--- config.mk ---
export PLATFORM = sky130hd
export DESIGN_NAME = dchain_walker
export DESIGN_NICKNAME = d
export VERILOG_FILES = /design/src/rtl/dchain_pkg.sv /design/src/rtl/dchain_fetch_seq.sv /design/src/rtl/dchain_desc_regs.sv /design/src/rtl/dchain_walk_fsm.sv /design/src/rtl/dchain_walker.sv
export SDC_FILE = /design/constraint.sdc
export NUM_CORES = 1
export LEC_CHECK = 0
export BUFFER_PORTS_ARGS = -buffer_cell sky130_fd_sc_hd__buf_2
export CORE_ASPECT_RATIO = 1.4
export CORE_MARGIN = 3
export CORE_UTILIZATION = 47
export DETAILED_ROUTE_END_ITERATION = 7
export PLACE_DENSITY = 0.84
export RECOVER_POWER = 50
export SYNTH_ARGS = -nofsm -noshare
export SYNTH_HDL_FRONTEND = slang
export SYNTH_HIERARCHICAL = 1
export SYNTH_SLANG_ARGS = --single-unit
--- constraint.sdc ---
create_clock -name clk -period 6.9 [get_ports clk]
set_input_delay 0.345 -clock clk [delete_from_list [all_inputs] [get_ports clk]]
set_output_delay 0.345 -clock clk [all_outputs]
set_load 0.02 [all_outputs]
--- src/rtl/dchain_pkg.sv ---
package dchain_pkg;

    typedef enum logic [2:0] {
        ST_IDLE   = 3'd0,
        ST_FETCH  = 3'd1,
        ST_ACTIVE = 3'd2,
        ST_SUSP   = 3'd3,
        ST_DONE   = 3'd4
    } walk_state_e;

    // word order inside a descriptor record
    localparam int unsigned W_NEXT_LO  = 0;
    localparam int unsigned W_NEXT_HI  = 1;
    localparam int unsigned W_SRC      = 2;
    localparam int unsigned W_DST      = 3;
    localparam int unsigned W_COUNT    = 4;
    localparam int unsigned W_CTRL     = 5;
    localparam int unsigned DESC_WORDS = 6;
    localparam int unsigned LINK_WORDS = 2;
    localparam int unsigned IDX_W      = $clog2(DESC_WORDS);

endpackage

--- src/rtl/dchain_fetch_seq.sv ---
module dchain_fetch_seq
    import dchain_pkg::*;
#(
    parameter int WORD_W = 16,
    parameter int PTR_W  = 2 * WORD_W
) (
    input  logic             clk,
    input  logic             rst_n,
    input  logic             seq_clr,
    input  logic             seq_run,
    input  logic             seq_abort,
    input  logic             link_only,
    input  logic [PTR_W-1:0] base_ptr,
    output logic             mem_req_valid,
    input  logic             mem_req_ready,
    output logic [PTR_W-1:0] mem_req_addr,
    input  logic             mem_rsp_valid,
    output logic             rsp_pending,
    output logic             word_we,
    output logic [IDX_W-1:0] word_idx,
    output logic             fetch_last
);

    logic             pend_q;
    logic [IDX_W-1:0] idx_q;
    logic [IDX_W-1:0] last_idx;
    logic             req_fire;
    logic             rsp_fire;

    // one read in flight at most; no new request while suspending
    assign mem_req_valid = seq_run && !pend_q && !seq_abort;
    assign mem_req_addr  = base_ptr + PTR_W'(idx_q);
    assign req_fire      = mem_req_valid && mem_req_ready;
    assign rsp_fire      = mem_rsp_valid && pend_q;

    // a response is kept only while fetching and not being suspended
    assign word_we    = rsp_fire && seq_run && !seq_abort;
    assign last_idx   = link_only ? IDX_W'(LINK_WORDS - 1) : IDX_W'(DESC_WORDS - 1);
    assign fetch_last = word_we && (idx_q == last_idx);

    assign rsp_pending = pend_q;
    assign word_idx    = idx_q;

    always_ff @(posedge clk or negedge rst_n) begin
        if (!rst_n) begin
            pend_q <= 1'b0;
        end else if (req_fire) begin
            pend_q <= 1'b1;
        end else if (rsp_fire) begin
            pend_q <= 1'b0;
        end
    end

    always_ff @(posedge clk or negedge rst_n) begin
        if (!rst_n) begin
            idx_q <= '0;
        end else if (seq_clr) begin
            idx_q <= '0;
        end else if (word_we) begin
            idx_q <= idx_q + IDX_W'(1);
        end
    end

endmodule

--- src/rtl/dchain_desc_regs.sv ---
module dchain_desc_regs
    import dchain_pkg::*;
#(
    parameter int WORD_W = 16,
    parameter int PTR_W  = 2 * WORD_W
) (
    input  logic              clk,
    input  logic              rst_n,
    input  logic              word_we,
    input  logic [IDX_W-1:0]  word_idx,
    input  logic [WORD_W-1:0] word_data,
    output logic [PTR_W-1:0]  next_ptr,
    output logic [WORD_W-1:0] next_lo,
    output logic [WORD_W-1:0] fld_src,
    output logic [WORD_W-1:0] fld_dst,
    output logic [WORD_W-1:0] fld_count,
    output logic [WORD_W-1:0] fld_ctrl
);

    logic [WORD_W-1:0] word_q [DESC_WORDS];

    for (genvar gi = 0; gi < DESC_WORDS; gi++) begin : g_word
        always_ff @(posedge clk or negedge rst_n) begin
            if (!rst_n) begin
                word_q[gi] <= '0;
            end else if (word_we && (word_idx == IDX_W'(gi))) begin
                word_q[gi] <= word_data;
            end
        end
    end

    assign next_ptr  = PTR_W'({word_q[W_NEXT_HI], word_q[W_NEXT_LO]});
    assign next_lo   = word_q[W_NEXT_LO];
    assign fld_src   = word_q[W_SRC];
    assign fld_dst   = word_q[W_DST];
    assign fld_count = word_q[W_COUNT];
    assign fld_ctrl  = word_q[W_CTRL];

endmodule

--- src/rtl/dchain_walk_fsm.sv ---
module dchain_walk_fsm
    import dchain_pkg::*;
#(
    parameter int PTR_W = 32
) (
    input  logic             clk,
    input  logic             rst_n,
    input  logic             start_i,
    input  logic [PTR_W-1:0] start_addr_i,
    input  logic             suspend_i,
    input  logic             resume_i,
    input  logic             xfer_done_i,
    input  logic             fetch_last_i,
    input  logic             rsp_pending_i,
    input  logic [PTR_W-1:0] next_ptr_i,
    input  logic [PTR_W-1:0] link_target_i,
    output walk_state_e      state_o,
    output logic [PTR_W-1:0] cur_ptr_o,
    output logic             seq_clr_o,
    output logic             seq_run_o,
    output logic             desc_live_o,
    output logic             link_only_o
);

    walk_state_e      state_q, state_d;
    logic [PTR_W-1:0] cur_q;
    logic             link_q;
    logic             load_start, load_next, load_link, resume_go, set_link;

    always_ff @(posedge clk or negedge rst_n) begin
        if (!rst_n) begin
            state_q <= ST_IDLE;
        end else begin
            state_q <= state_d;
        end
    end

    always_comb begin
        state_d    = state_q;
        load_start = 1'b0;
        load_next  = 1'b0;
        load_link  = 1'b0;
        resume_go  = 1'b0;
        set_link   = 1'b0;
        unique case (state_q)
            ST_IDLE, ST_DONE: begin
                if (start_i) begin
                    state_d    = ST_FETCH;
                    load_start = 1'b1;
                end
            end
            ST_FETCH: begin
                if (suspend_i) begin
                    state_d = ST_SUSP;
                end else if (fetch_last_i) begin
                    if (!link_q) begin
                        state_d = ST_ACTIVE;
                    end else if (link_target_i == '0) begin
                        state_d = ST_DONE;
                    end else begin
                        state_d   = ST_FETCH;
                        load_link = 1'b1;
                    end
                end
            end
            ST_ACTIVE: begin
                if (xfer_done_i) begin
                    if (suspend_i) begin
                        state_d  = ST_SUSP;
                        set_link = 1'b1;
                    end else if (next_ptr_i == '0) begin
                        state_d = ST_DONE;
                    end else begin
                        state_d   = ST_FETCH;
                        load_next = 1'b1;
                    end
                end
            end
            ST_SUSP: begin
                if (resume_i && !suspend_i && !rsp_pending_i) begin
                    state_d   = ST_FETCH;
                    resume_go = 1'b1;
                end
            end
            default: state_d = ST_IDLE;
        endcase
    end

    always_ff @(posedge clk or negedge rst_n) begin
        if (!rst_n) begin
            cur_q  <= '0;
            link_q <= 1'b0;
        end else begin
            if (load_start) begin
                cur_q <= start_addr_i;
            end else if (load_next) begin
                cur_q <= next_ptr_i;
            end else if (load_link) begin
                cur_q <= link_target_i;
            end
            if (set_link) begin
                link_q <= 1'b1;
            end else if (load_start || load_next || load_link) begin
                link_q <= 1'b0;
            end
        end
    end

    always_comb begin
        state_o     = state_q;
        cur_ptr_o   = cur_q;
        seq_clr_o   = load_start || load_next || load_link || resume_go;
        seq_run_o   = (state_q == ST_FETCH);
        desc_live_o = (state_q == ST_ACTIVE);
        link_only_o = link_q;
    end

endmodule

--- src/rtl/dchain_walker.sv ---
module dchain_walker
    import dchain_pkg::*;
#(
    parameter int WORD_W = 16,
    parameter int PTR_W  = 2 * WORD_W
) (
    input  logic              clk,
    input  logic              rst_n,
    input  logic              ctl_start,
    input  logic              ctl_suspend,
    input  logic              ctl_resume,
    input  logic [PTR_W-1:0]  ctl_start_addr,
    output logic              mem_req_valid,
    input  logic              mem_req_ready,
    output logic [PTR_W-1:0]  mem_req_addr,
    input  logic              mem_rsp_valid,
    input  logic [WORD_W-1:0] mem_rsp_data,
    output logic              desc_valid,
    output logic [WORD_W-1:0] desc_src,
    output logic [WORD_W-1:0] desc_dst,
    output logic [WORD_W-1:0] desc_count,
    output logic [WORD_W-1:0] desc_ctrl,
    input  logic              xfer_done,
    output logic [2:0]        walk_status,
    output logic [PTR_W-1:0]  cur_desc_addr
);

    walk_state_e       state;
    logic [PTR_W-1:0]  cur_ptr;
    logic [PTR_W-1:0]  next_ptr;
    logic [PTR_W-1:0]  link_target;
    logic [WORD_W-1:0] next_lo;
    logic              seq_clr, seq_run, link_only, rsp_pending;
    logic              word_we, fetch_last;
    logic [IDX_W-1:0]  word_idx;

    // on a link-only re-read the high half is still on the response bus
    assign link_target = PTR_W'({mem_rsp_data, next_lo});

    dchain_fetch_seq #(.WORD_W(WORD_W), .PTR_W(PTR_W)) u_fetch (
        .clk           (clk),
        .rst_n         (rst_n),
        .seq_clr       (seq_clr),
        .seq_run       (seq_run),
        .seq_abort     (ctl_suspend),
        .link_only     (link_only),
        .base_ptr      (cur_ptr),
        .mem_req_valid (mem_req_valid),
        .mem_req_ready (mem_req_ready),
        .mem_req_addr  (mem_req_addr),
        .mem_rsp_valid (mem_rsp_valid),
        .rsp_pending   (rsp_pending),
        .word_we       (word_we),
        .word_idx      (word_idx),
        .fetch_last    (fetch_last)
    );

    dchain_desc_regs #(.WORD_W(WORD_W), .PTR_W(PTR_W)) u_regs (
        .clk       (clk),
        .rst_n     (rst_n),
        .word_we   (word_we),
        .word_idx  (word_idx),
        .word_data (mem_rsp_data),
        .next_ptr  (next_ptr),
        .next_lo   (next_lo),
        .fld_src   (desc_src),
        .fld_dst   (desc_dst),
        .fld_count (desc_count),
        .fld_ctrl  (desc_ctrl)
    );

    dchain_walk_fsm #(.PTR_W(PTR_W)) u_fsm (
        .clk           (clk),
        .rst_n         (rst_n),
        .start_i       (ctl_start),
        .start_addr_i  (ctl_start_addr),
        .suspend_i     (ctl_suspend),
        .resume_i      (ctl_resume),
        .xfer_done_i   (xfer_done),
        .fetch_last_i  (fetch_last),
        .rsp_pending_i (rsp_pending),
        .next_ptr_i    (next_ptr),
        .link_target_i (link_target),
        .state_o       (state),
        .cur_ptr_o     (cur_ptr),
        .seq_clr_o     (seq_clr),
        .seq_run_o     (seq_run),
        .desc_live_o   (desc_valid),
        .link_only_o   (link_only)
    );

    assign walk_status   = state;
    assign cur_desc_addr = cur_ptr;

endmodule

# Word level (Yosys, flattened, before mapping)
# Index checks and enable logic that the tools add are counted.
dict set report op_classes {
  n_addsub 2
  eq_ne 14
  n_mux 36
  n_reduce_logical 30
}
# op count
set op_table {}
lappend op_table {{32-bit two-way mux} 3}
lappend op_table {{32-bit logical NOT} 2}
lappend op_table {{3-bit two-way mux} 12}
lappend op_table {{32-bit by 3-bit adder with 32-bit output} 1}
lappend op_table {{1-bit two-way mux} 20}
lappend op_table {{1-bit logical AND} 15}
lappend op_table {{3-bit by 2-bit == test with 1-bit output (second input constant)} 4}
lappend op_table {{3-bit case mux with 4 select lines} 1}
lappend op_table {{3-bit == test (second input constant)} 3}
lappend op_table {{3-bit by 1-bit == test with 1-bit output (second input constant)} 2}
lappend op_table {{3-bit logical NOT} 2}
lappend op_table {{2-bit nonzero test} 3}
lappend op_table {{2-bit by 1-bit inequality test with 1-bit output (second input constant)} 2}
lappend op_table {{4-bit AND reduction} 1}
lappend op_table {{3-bit by 1-bit adder with 3-bit output (second input constant)} 1}
lappend op_table {{3-bit == test} 1}
lappend op_table {{1-bit logical OR} 3}
lappend op_table {{3-bit inequality test (second input constant)} 1}
lappend op_table {{3-bit nonzero test} 1}
lappend op_table {{1-bit logical NOT} 2}
lappend op_table {{2-bit inequality test (second input constant)} 1}
lappend op_table {{2-bit OR reduction} 1}
dict set report word_totals {
  regBits 136
  out_inout_bits 133
  word_cells 93
}

# Longest topological paths before layout
# Gate-level depths: netlist of the first run.
dict set report logic_depth {
  depth_word 10
  depth_mapped 11
  depth_no_buf 9
}

# By module
# The synthesis of the first run kept the hierarchy.
# mod n_inst cells_each area_each_um2 seq_area_each_um2
set modules_own_cells {}
lappend modules_own_cells {dchain_desc_regs 1 224 3802.4 2402.3}
lappend modules_own_cells {dchain_walk_fsm 1 217 2016.9 900.9}
lappend modules_own_cells {dchain_fetch_seq 1 119 967.2 100.1}

# Least setup slack after synthesis of the first run
# No wires, ideal clock.
dict set report synth_timing {
  path_type {register -> register}
  start {reg u_fsm.state_q[0] (netlist: u_fsm/state_o[0])}
  end {reg u_fsm.state_q[0] (netlist: u_fsm/state_o[0])}
  arrival_time_ps 2449
  required_ps 6812
  setup_slack_ps 4362
  path_stages_with_launch 12
  synth_period_minus_slack_ps 2538
  cell_sequence {dfrtp_1 buf_2 nand2b_1 nor2_1 and4b_1 clkbuf_1 and3_1 nor4b_1 o21bai_1 o311ai_0 o311a_1 a41oi_1}
}
dict set report synth_between {
  elab_chain_cells 6
  elab_cells_between_ends 15
  classes_between {eq/ne (8); mux (1); reduce/logical (6)}
}
# element line_no
set synth_rtl {}
lappend synth_rtl {{start: declaration} dchain_walk_fsm.sv:25} ;# walk_state_e state_q, state_d;
lappend synth_rtl {{start signal: assignment} dchain_walk_fsm.sv:34} ;# state_q <= state_d;
lappend synth_rtl {{3-bit by 1-bit == test with 1-bit output} dchain_walk_fsm.sv:113} ;# seq_run_o = (state_q == ST_FETCH);
lappend synth_rtl {{via seq_run} dchain_walker.sv:33} ;# logic seq_clr, seq_run, link_only, rsp_pending;
lappend synth_rtl {{1-bit logical AND (2 in series)} dchain_fetch_seq.sv:37} ;# assign word_we = rsp_fire && seq_run && !seq_abort;
lappend synth_rtl {{via word_we} dchain_walker.sv:34} ;# logic word_we, fetch_last;
lappend synth_rtl {{1-bit logical AND} dchain_fetch_seq.sv:39} ;# assign fetch_last = word_we && (idx_q == last_idx);
lappend synth_rtl {{via fetch_last} dchain_walker.sv:34}
lappend synth_rtl {{3-bit inequality test (no source line)} n/a}
lappend synth_rtl {{4-bit AND reduction (no source line)} n/a}
# The timed path passes the listed nets, and every way through them passes these cells.
# A chain may end at the register's enable or synchronous reset.

==> results of run 1 <==
-- worst reg2reg max path, cell delays in order, from the launching register on --
cell and delay (ps):
dfrtp_1 540, nand2b_1 130, nor2_1 120, and4b_1 440
and3_1 260, and4_1 990, a211oi_1 230, a21oi_1 210
-- metal layers --
metal / routed length, um / track usage [%] / vias up
met5: 0 / 0 / -
met3: 1500 / 5.167 / 35
met4: 584 / 10.30 / 0
met1: 6813 / 27.95 / 2676
met2: 9612 / 39.69 / 306
li1: - / - / 2428
-- final cells by class --
cell class,instances,area share [%]
Clock inverter,14,2.137
Multi-Input combinational cell,373,37.31
Sequential cell,136,41.81
Tap cell,185,2.844
Antenna cell,1,0.03075
Inverter,4,0.1845
Clock buffer,18,5.273
Timing Repair Buffer,192,10.41
-- worst min path at each step --
stage / depth (start not counted) / slack [ps] / startpoint / end
6_report: 2 / 150 / mem_rsp_valid / u_fetch/rsp_pending
3_3_place_gp: 1 / 420 / rst_n / u_regs/fld_dst[3]
4_1_cts: 2 / 150 / mem_rsp_valid / u_fetch/rsp_pending
3_5_place_dp: 1 / 410 / rst_n / u_regs/fld_dst[3]
5_1_grt: 2 / 140 / mem_rsp_valid / u_fetch/rsp_pending
2_1_floorplan: 0 / 50 / rst_n / u_fetch/rsp_pending
-- stage by stage --
step           setup slack (ps)  util, %  cells  instance area [sq um]  power [uW]
2_1_floorplan              4362        -    560                   6787        1993
3_5_place_dp               3999    54.54    889                   7656        2344
6_report                   2595    57.98    923                   8139        3224
5_1_grt                    1846    57.98    923                   8139        3390
3_3_place_gp               4054    54.54    889                   7656        2307
4_1_cts                    3704    58.90    922                   8269        3272
-- flip-flops by register name (all words and copies together) (netlist names) --
register,cells
u_regs/fld_ctrl,16
u_fsm/state_o,3
u_fetch/word_idx,3
u_regs/next_ptr,16
u_regs/fld_count,16
u_fsm/link_only_o,1
u_regs/fld_dst,16
u_regs/next_lo,16
u_regs/fld_src,16
u_fetch/rsp_pending,1
u_fsm/cur_ptr_o,32
-- power by group --
group	total, uW	switching, uW	internal, uW
clock	920	349	571
combinational	1000	624	378
sequential	1300	304	998
total	3220	1280	1950
-- repair_timing --
action	in CTS	in global routing
setup buffers	0	0
endpoints found under the hold margin	52	0
endpoints found under the setup margin	0	0
hold buffers	1	0
-- Yosys cell counts, drive strengths merged (6+ instances only) --
cell    count
nand3      13
o21ai      38
nor4       21
nor2       13
buf        32
nand4      13
clkbuf     15
a222oi     31
xnor2      18
dfrtp     136
xor2       15
nor3        6
nand2      52
mux2       96
-- cell usage in the layout (no fill, tap or decap), types with 3 or more instances in the layout --
cell type / Yosys / routed
clkinvlp_4: 0 / 4
nand3_1: 11 / 11
nor4_1: 16 / 16
a222oi_1: 31 / 31
a21oi_1: 5 / 5
and2_1: 4 / 4
nand2_1: 52 / 52
nor4_2: 3 / 3
o21ai_0: 5 / 5
inv_6: 0 / 3
clkbuf_1: 15 / 102
xor2_1: 15 / 15
nor2_1: 13 / 13
clkbuf_16: 0 / 17
o21ai_1: 33 / 32
nor3b_1: 5 / 5
xnor2_1: 18 / 18
nand4_1: 11 / 11
nand3b_1: 3 / 3
nor3_2: 4 / 4
inv_1: 4 / 4
ha_1: 5 / 5
bufinv_16: 0 / 3
buf_4: 16 / 3
buf_2: 4 / 87
and4_1: 4 / 4
dfrtp_1: 136 / 136
mux2_2: 95 / 95
-- cell families after synthesis --
group / count (synthesis) / synth area share (%)
XOR/XNOR: 33 / 4.259
buffers and inverters: 51 / 5.162
AO/OA/AOI/OAI: 88 / 9.550
flip-flops: 136 / 50.15
multiplexers: 96 / 15.98
AND/OR/NAND/NOR: 150 / 13.68
adder cells (fa/ha/maj): 6 / 1.217
==> results.json, run 1 <==
{
  "holdWs_ps": 149.3,
  "slew_headroom_pct": -170.5,
  "initial_core_util_pct": 48.34,
  "vias_per_cell": 5.899,
  "fin_crit_ps": 4305,
  "yosys_warnings": 6,
  "setup.worst_path.class": "primary input to asynchronous set/reset pin",
  "fin_crit_sh_pct": 62.40,
  "worstSetupEndpoint": "u_regs/next_lo[7]",
  "leakage_uw": 0.003800,
  "rsz0062_at_grt": "false",
  "antenna_found_initial": 1,
  "coreArea_sq_mm": 0.01404,
  "violations": "max-capacitance violations, max-slew violations",
  "layout-drive-gt1-share_pct": 32.29,
  "ir_worst_vdd_mv": 0.2139,
  "cts_root_buf": "clkbuf_16",
  "pin_count": 189,
  "reg2regPathDepth": 7,
  "numCtsBuffers": 17,
  "vias": 5445,
  "setup_tns_ps": 0,
  "placement_rows": 51,
  "synth_edf_count": 0,
  "clk_latency_ps": 410,
  "syn-instance-count": 560,
  "critical_path.top_delay_family": "buffers and inverters",
  "fillerInstances": 1255,
  "cts_tree": "done",
  "wire_per_inst_um": 20.06,
  "dpl.hpwl_mm": 13.37,
  "max-cap-violations": 1,
  "slowest_delay_ps": 2840,
  "drt_iter0_drc": 565,
  "route.detailed.drc": 0,
  "endpoint_kind": "asynchronous set/reset pin",
  "yosysSeqAreaShare_pct": 50.15,
  "rr_endpoint": "u_fsm/cur_ptr_o[21]",
  "die_h_um": 148.2,
  "min_path_type": "primary input to flip-flop",
  "dr.pass1.iters": 8,
  "timing_hold_violations_final": 0,
  "multiInputGateArea_sq_mm": 0.003037,
  "grt_usage_pct": 23.24,
  "crit_start": "rst_n",
  "worstPathArrival_ps": 4760,
  "port_buffers": 188,
  "yosys.area.top_type_share_pct": 50.15,
  "yosysUniqueCellTypes": 53,
  "regArea_sq_mm": 0.003403,
  "synth_area_leaders": "dfrtp_1, mux2_2, a222oi_1",
  "cp.buffers_inverters": 3,
  "cellPowerDensity_mw_per_mm2": 396.1,
  "r2r-start": "u_fsm/state_o[0]",
  "critPathMaxFanout": 77,
  "cp.required_ps": 7350,
  "syn_area_sq_mm": 0.006787,
  "crit_chain": "dlygate4sd3_1 -> clkbuf_1 -> buf_4",
  "status": "finished, violations left",
  "syn_nets": 622,
  "grt_overflow_total": 0,
  "gp_congestion": 0.9007,
  "cts_max_level": 4,
  "ant_nets": 0,
  "avgSynthCellArea_sq_um": 12.12,
  "grt_max_degree": 78,
  "cp_num_cells": 3,
  "ys.flop_type": "dfrtp_1",
  "routed_wl_mm": 18.51,
  "grt_pass1_vias": 5335,
  "synth_top_cell_by_area": "dfrtp_1",
  "area_delta_synth_final_pct": 19.93,
  "worst_pin_slew_ps": 4057,
  "cts_buffer_depth": 2,
  "ys_seq_elements": 136,
  "cts_sinks": 136,
  "clk_pin_slew_ps": 60,
  "setup_viol": 0,
  "dieArea_sq_mm": 0.01594,
  "die_x_um": 107.6,
  "cts-resized-gates": 0,
  "synthArstFlopShare_pct": 100.0,
  "fmax_mhz": 232.3,
  "crit_path_start_kind": "primary input",
  "r2r_slack_ps": 3900,
  "nets": 786,
  "slew_violations": 78,
  "grt_pass1_wl_mm": 28.91,
  "finClkSkew_ps": 5.775,
  "crit_slowest_cell": "clkbuf_1"
}
Note: power is estimated with default switching activity, not from simulation.
==> run 2, diff against run 1 <==
==> constraint.sdc (replaced) <==
create_clock -name clk -period 4.2 [get_ports clk]
set_input_delay 0.21 -clock clk [delete_from_list [all_inputs] [get_ports clk]]
set_output_delay 0.21 -clock clk [all_outputs]
set_load 0.02 [all_outputs]
==> run 2 against run 1 <==
Net effect:
- the run still ends with max-capacitance violations, max-slew violations left
- sequential share of layout area decreased by 0.096 points
- routed wire length about the same
- first-iteration DRC count decreased by 12%
- sequential power increased by 64%
- core utilization is 0.13 points higher
- worst setup slack worse by 1400 ps
- critical path type unchanged
- largest cell class unchanged
- largest power group unchanged
- highest routed layer unchanged
==> results.json, run 2 (same netlist as run 1, synthesis figures left out) <==
{
  "cts_max_level": 4,
  "numCtsBuffers": 17,
  "critical_path.top_delay_family": "buffers and inverters",
  "crit_chain": "dlygate4sd3_1 -> clkbuf_2 -> clkbuf_2",
  "cts_sinks": 136,
  "drt_iter0_drc": 495,
  "cp.required_ps": 4560,
  "cp.buffers_inverters": 3,
  "dpl.hpwl_mm": 13.23,
  "slew_violations": 92,
  "grt_pass1_vias": 5272,
  "worstPathArrival_ps": 3400,
  "clk_latency_ps": 410,
  "grt_usage_pct": 23.12,
  "r2r_slack_ps": 1500,
  "setup_viol": 0,
  "antenna_found_initial": 0,
  "dieArea_sq_mm": 0.01594,
  "max-cap-violations": 1,
  "vias_per_cell": 5.835,
  "leakage_uw": 0.003825,
  "min_to": "u_fsm/cur_ptr_o[2]",
  "fillerInstances": 1267,
  "diodes": 0,
  "min_delay_path_depth": 3,
  "cts_root_buf": "clkbuf_16",
  "min_path_type": "primary input to flip-flop",
  "grt_overflow_total": 0,
  "status": "finished, violations left",
  "r2r-start": "u_fsm/state_o[0]",
  "ant_nets": 0,
  "setup.worst_path.class": "primary input to asynchronous set/reset pin",
  "final_cell_mix": "dfrtp_1, clkbuf_1, mux2_2, buf_2, nand2_1",
  "ir_worst_vdd_mv": 0.2866,
  "layout-drive-gt1-share_pct": 32.43,
  "initial_core_util_pct": 48.34,
  "slowest_delay_ps": 1530,
  "grt_max_degree": 92,
  "crit_path_start_kind": "primary input",
  "worst_pin_slew_ps": 2235,
  "cp_common_cell": "clkbuf_2",
  "die_h_um": 148.2,
  "violations": "max-capacitance violations, max-slew violations",
  "clk_pin_slew_ps": 60,
  "wire_per_inst_um": 20.02,
  "rr_endpoint": "u_regs/next_lo[10]",
  "route.detailed.drc": 0,
  "vias": 5397,
  "gp_congestion": 0.8557,
  "die_x_um": 107.6,
  "setup_tns_ps": 0,
  "worstHoldStart": "ctl_start_addr[2]",
  "critPathMaxFanout": 91,
  "cellPowerDensity_mw_per_mm2": 649.5,
  "cts_tree": "done",
  "placement_rows": 51,
  "dr.pass1.iters": 6,
  "final_common_cell": "dfrtp_1",
  "final_util_pct": 58.11,
  "area_delta_synth_final_pct": 20.21,
  "slew_headroom_pct": -48.99,
  "routed_wl_mm": 18.51,
  "finClkSkew_ps": 9.388,
  "crit_slowest_cell": "clkbuf_2",
  "pin_count": 189,
  "reg2regPathDepth": 5,
  "grt_pass1_wl_mm": 28.64,
  "timing_hold_violations_final": 0,
  "cts_setup_buffers": 0,
  "endpoint_kind": "asynchronous set/reset pin",
  "rsz0062_at_grt": "false",
  "coreArea_sq_mm": 0.01404,
  "largest_reg_flops": 32,
  "fmax_mhz": 328.5,
  "port_buffers": 188,
  "nets": 789,
  "fin_crit_ps": 3044,
  "fin_crit_sh_pct": 72.48,
  "cts_buffer_depth": 2
}
[run 2: layer usage]
layer	vias up	routed length, um	track usage [%]
met5	-	0	0
met4	0	369	7.265
met3	21	1206	4.993
met2	249	9798	40.50
met1	2686	7140	28.33
li1	2441	-	-
[run 2: worst max path at each step]
stage | from | cells past startpoint | endpoint | slack, ps
2_1_floorplan | u_fsm/state_o[0] | 11 | u_fsm/state_o[0] | 1660
3_3_place_gp | u_fsm/state_o[0] | 5 | u_regs/next_lo[14] | 1640
3_5_place_dp | u_fsm/state_o[0] | 5 | u_regs/next_lo[10] | 1590
4_1_cts | u_fetch/word_idx[0] | 7 | mem_req_addr[22] | 1270
5_1_grt | rst_n | 3 | u_regs/fld_src[8] | 560
6_report | rst_n | 3 | u_regs/fld_src[8] | 1160
[run 2: worst min-delay path: stages]
cell and delay [ps]:
buf_2 90, a222oi_1 60, o21ai_1 70
[run 2: timing repair]
| item | 4_1_cts | 5_1_grt |
|---|---|---|
| resized for setup | 0 | 0 |
| hold buffers | 3 | 0 |
| setup endpoints to repair | 0 | 0 |
| hold endpoints to repair | 91 | 0 |
[run 2: layout make-up]
| class | instances | area, sq um | area share [%] |
|---|---|---|---|
| well taps | 185 | 231.5 | 2.837 |
| clock inverters | 12 | 150.1 | 1.840 |
| flip-flops and latches | 136 | 3403 | 41.72 |
| inverters | 4 | 15.01 | 0.1840 |
| repair buffers | 195 | 874.6 | 10.72 |
| clock buffers | 20 | 446.7 | 5.475 |
| multi-input cells | 373 | 3037 | 37.22 |
[run 2: stage by stage]
step                power, uW  instances  hold slack, ps  setup slack (ps)  cell area (sq um)
floorplan                3274        560          -85.59              1662               6787
global placement         3798        890           320.1              1645               7664
detailed placement       3850        890           315.5              1592               7664
CTS                      5377        925           47.14              1265               8290
global route             5571        925           48.56             561.6               8158
finish                   5298        925           66.94              1156               8158
[run 2: report_power, final]
group | switching [uW] | internal (uW)
sequential | 491 | 1640
combinational | 1030 | 631
clock | 556 | 948
total | 2080 | 3220
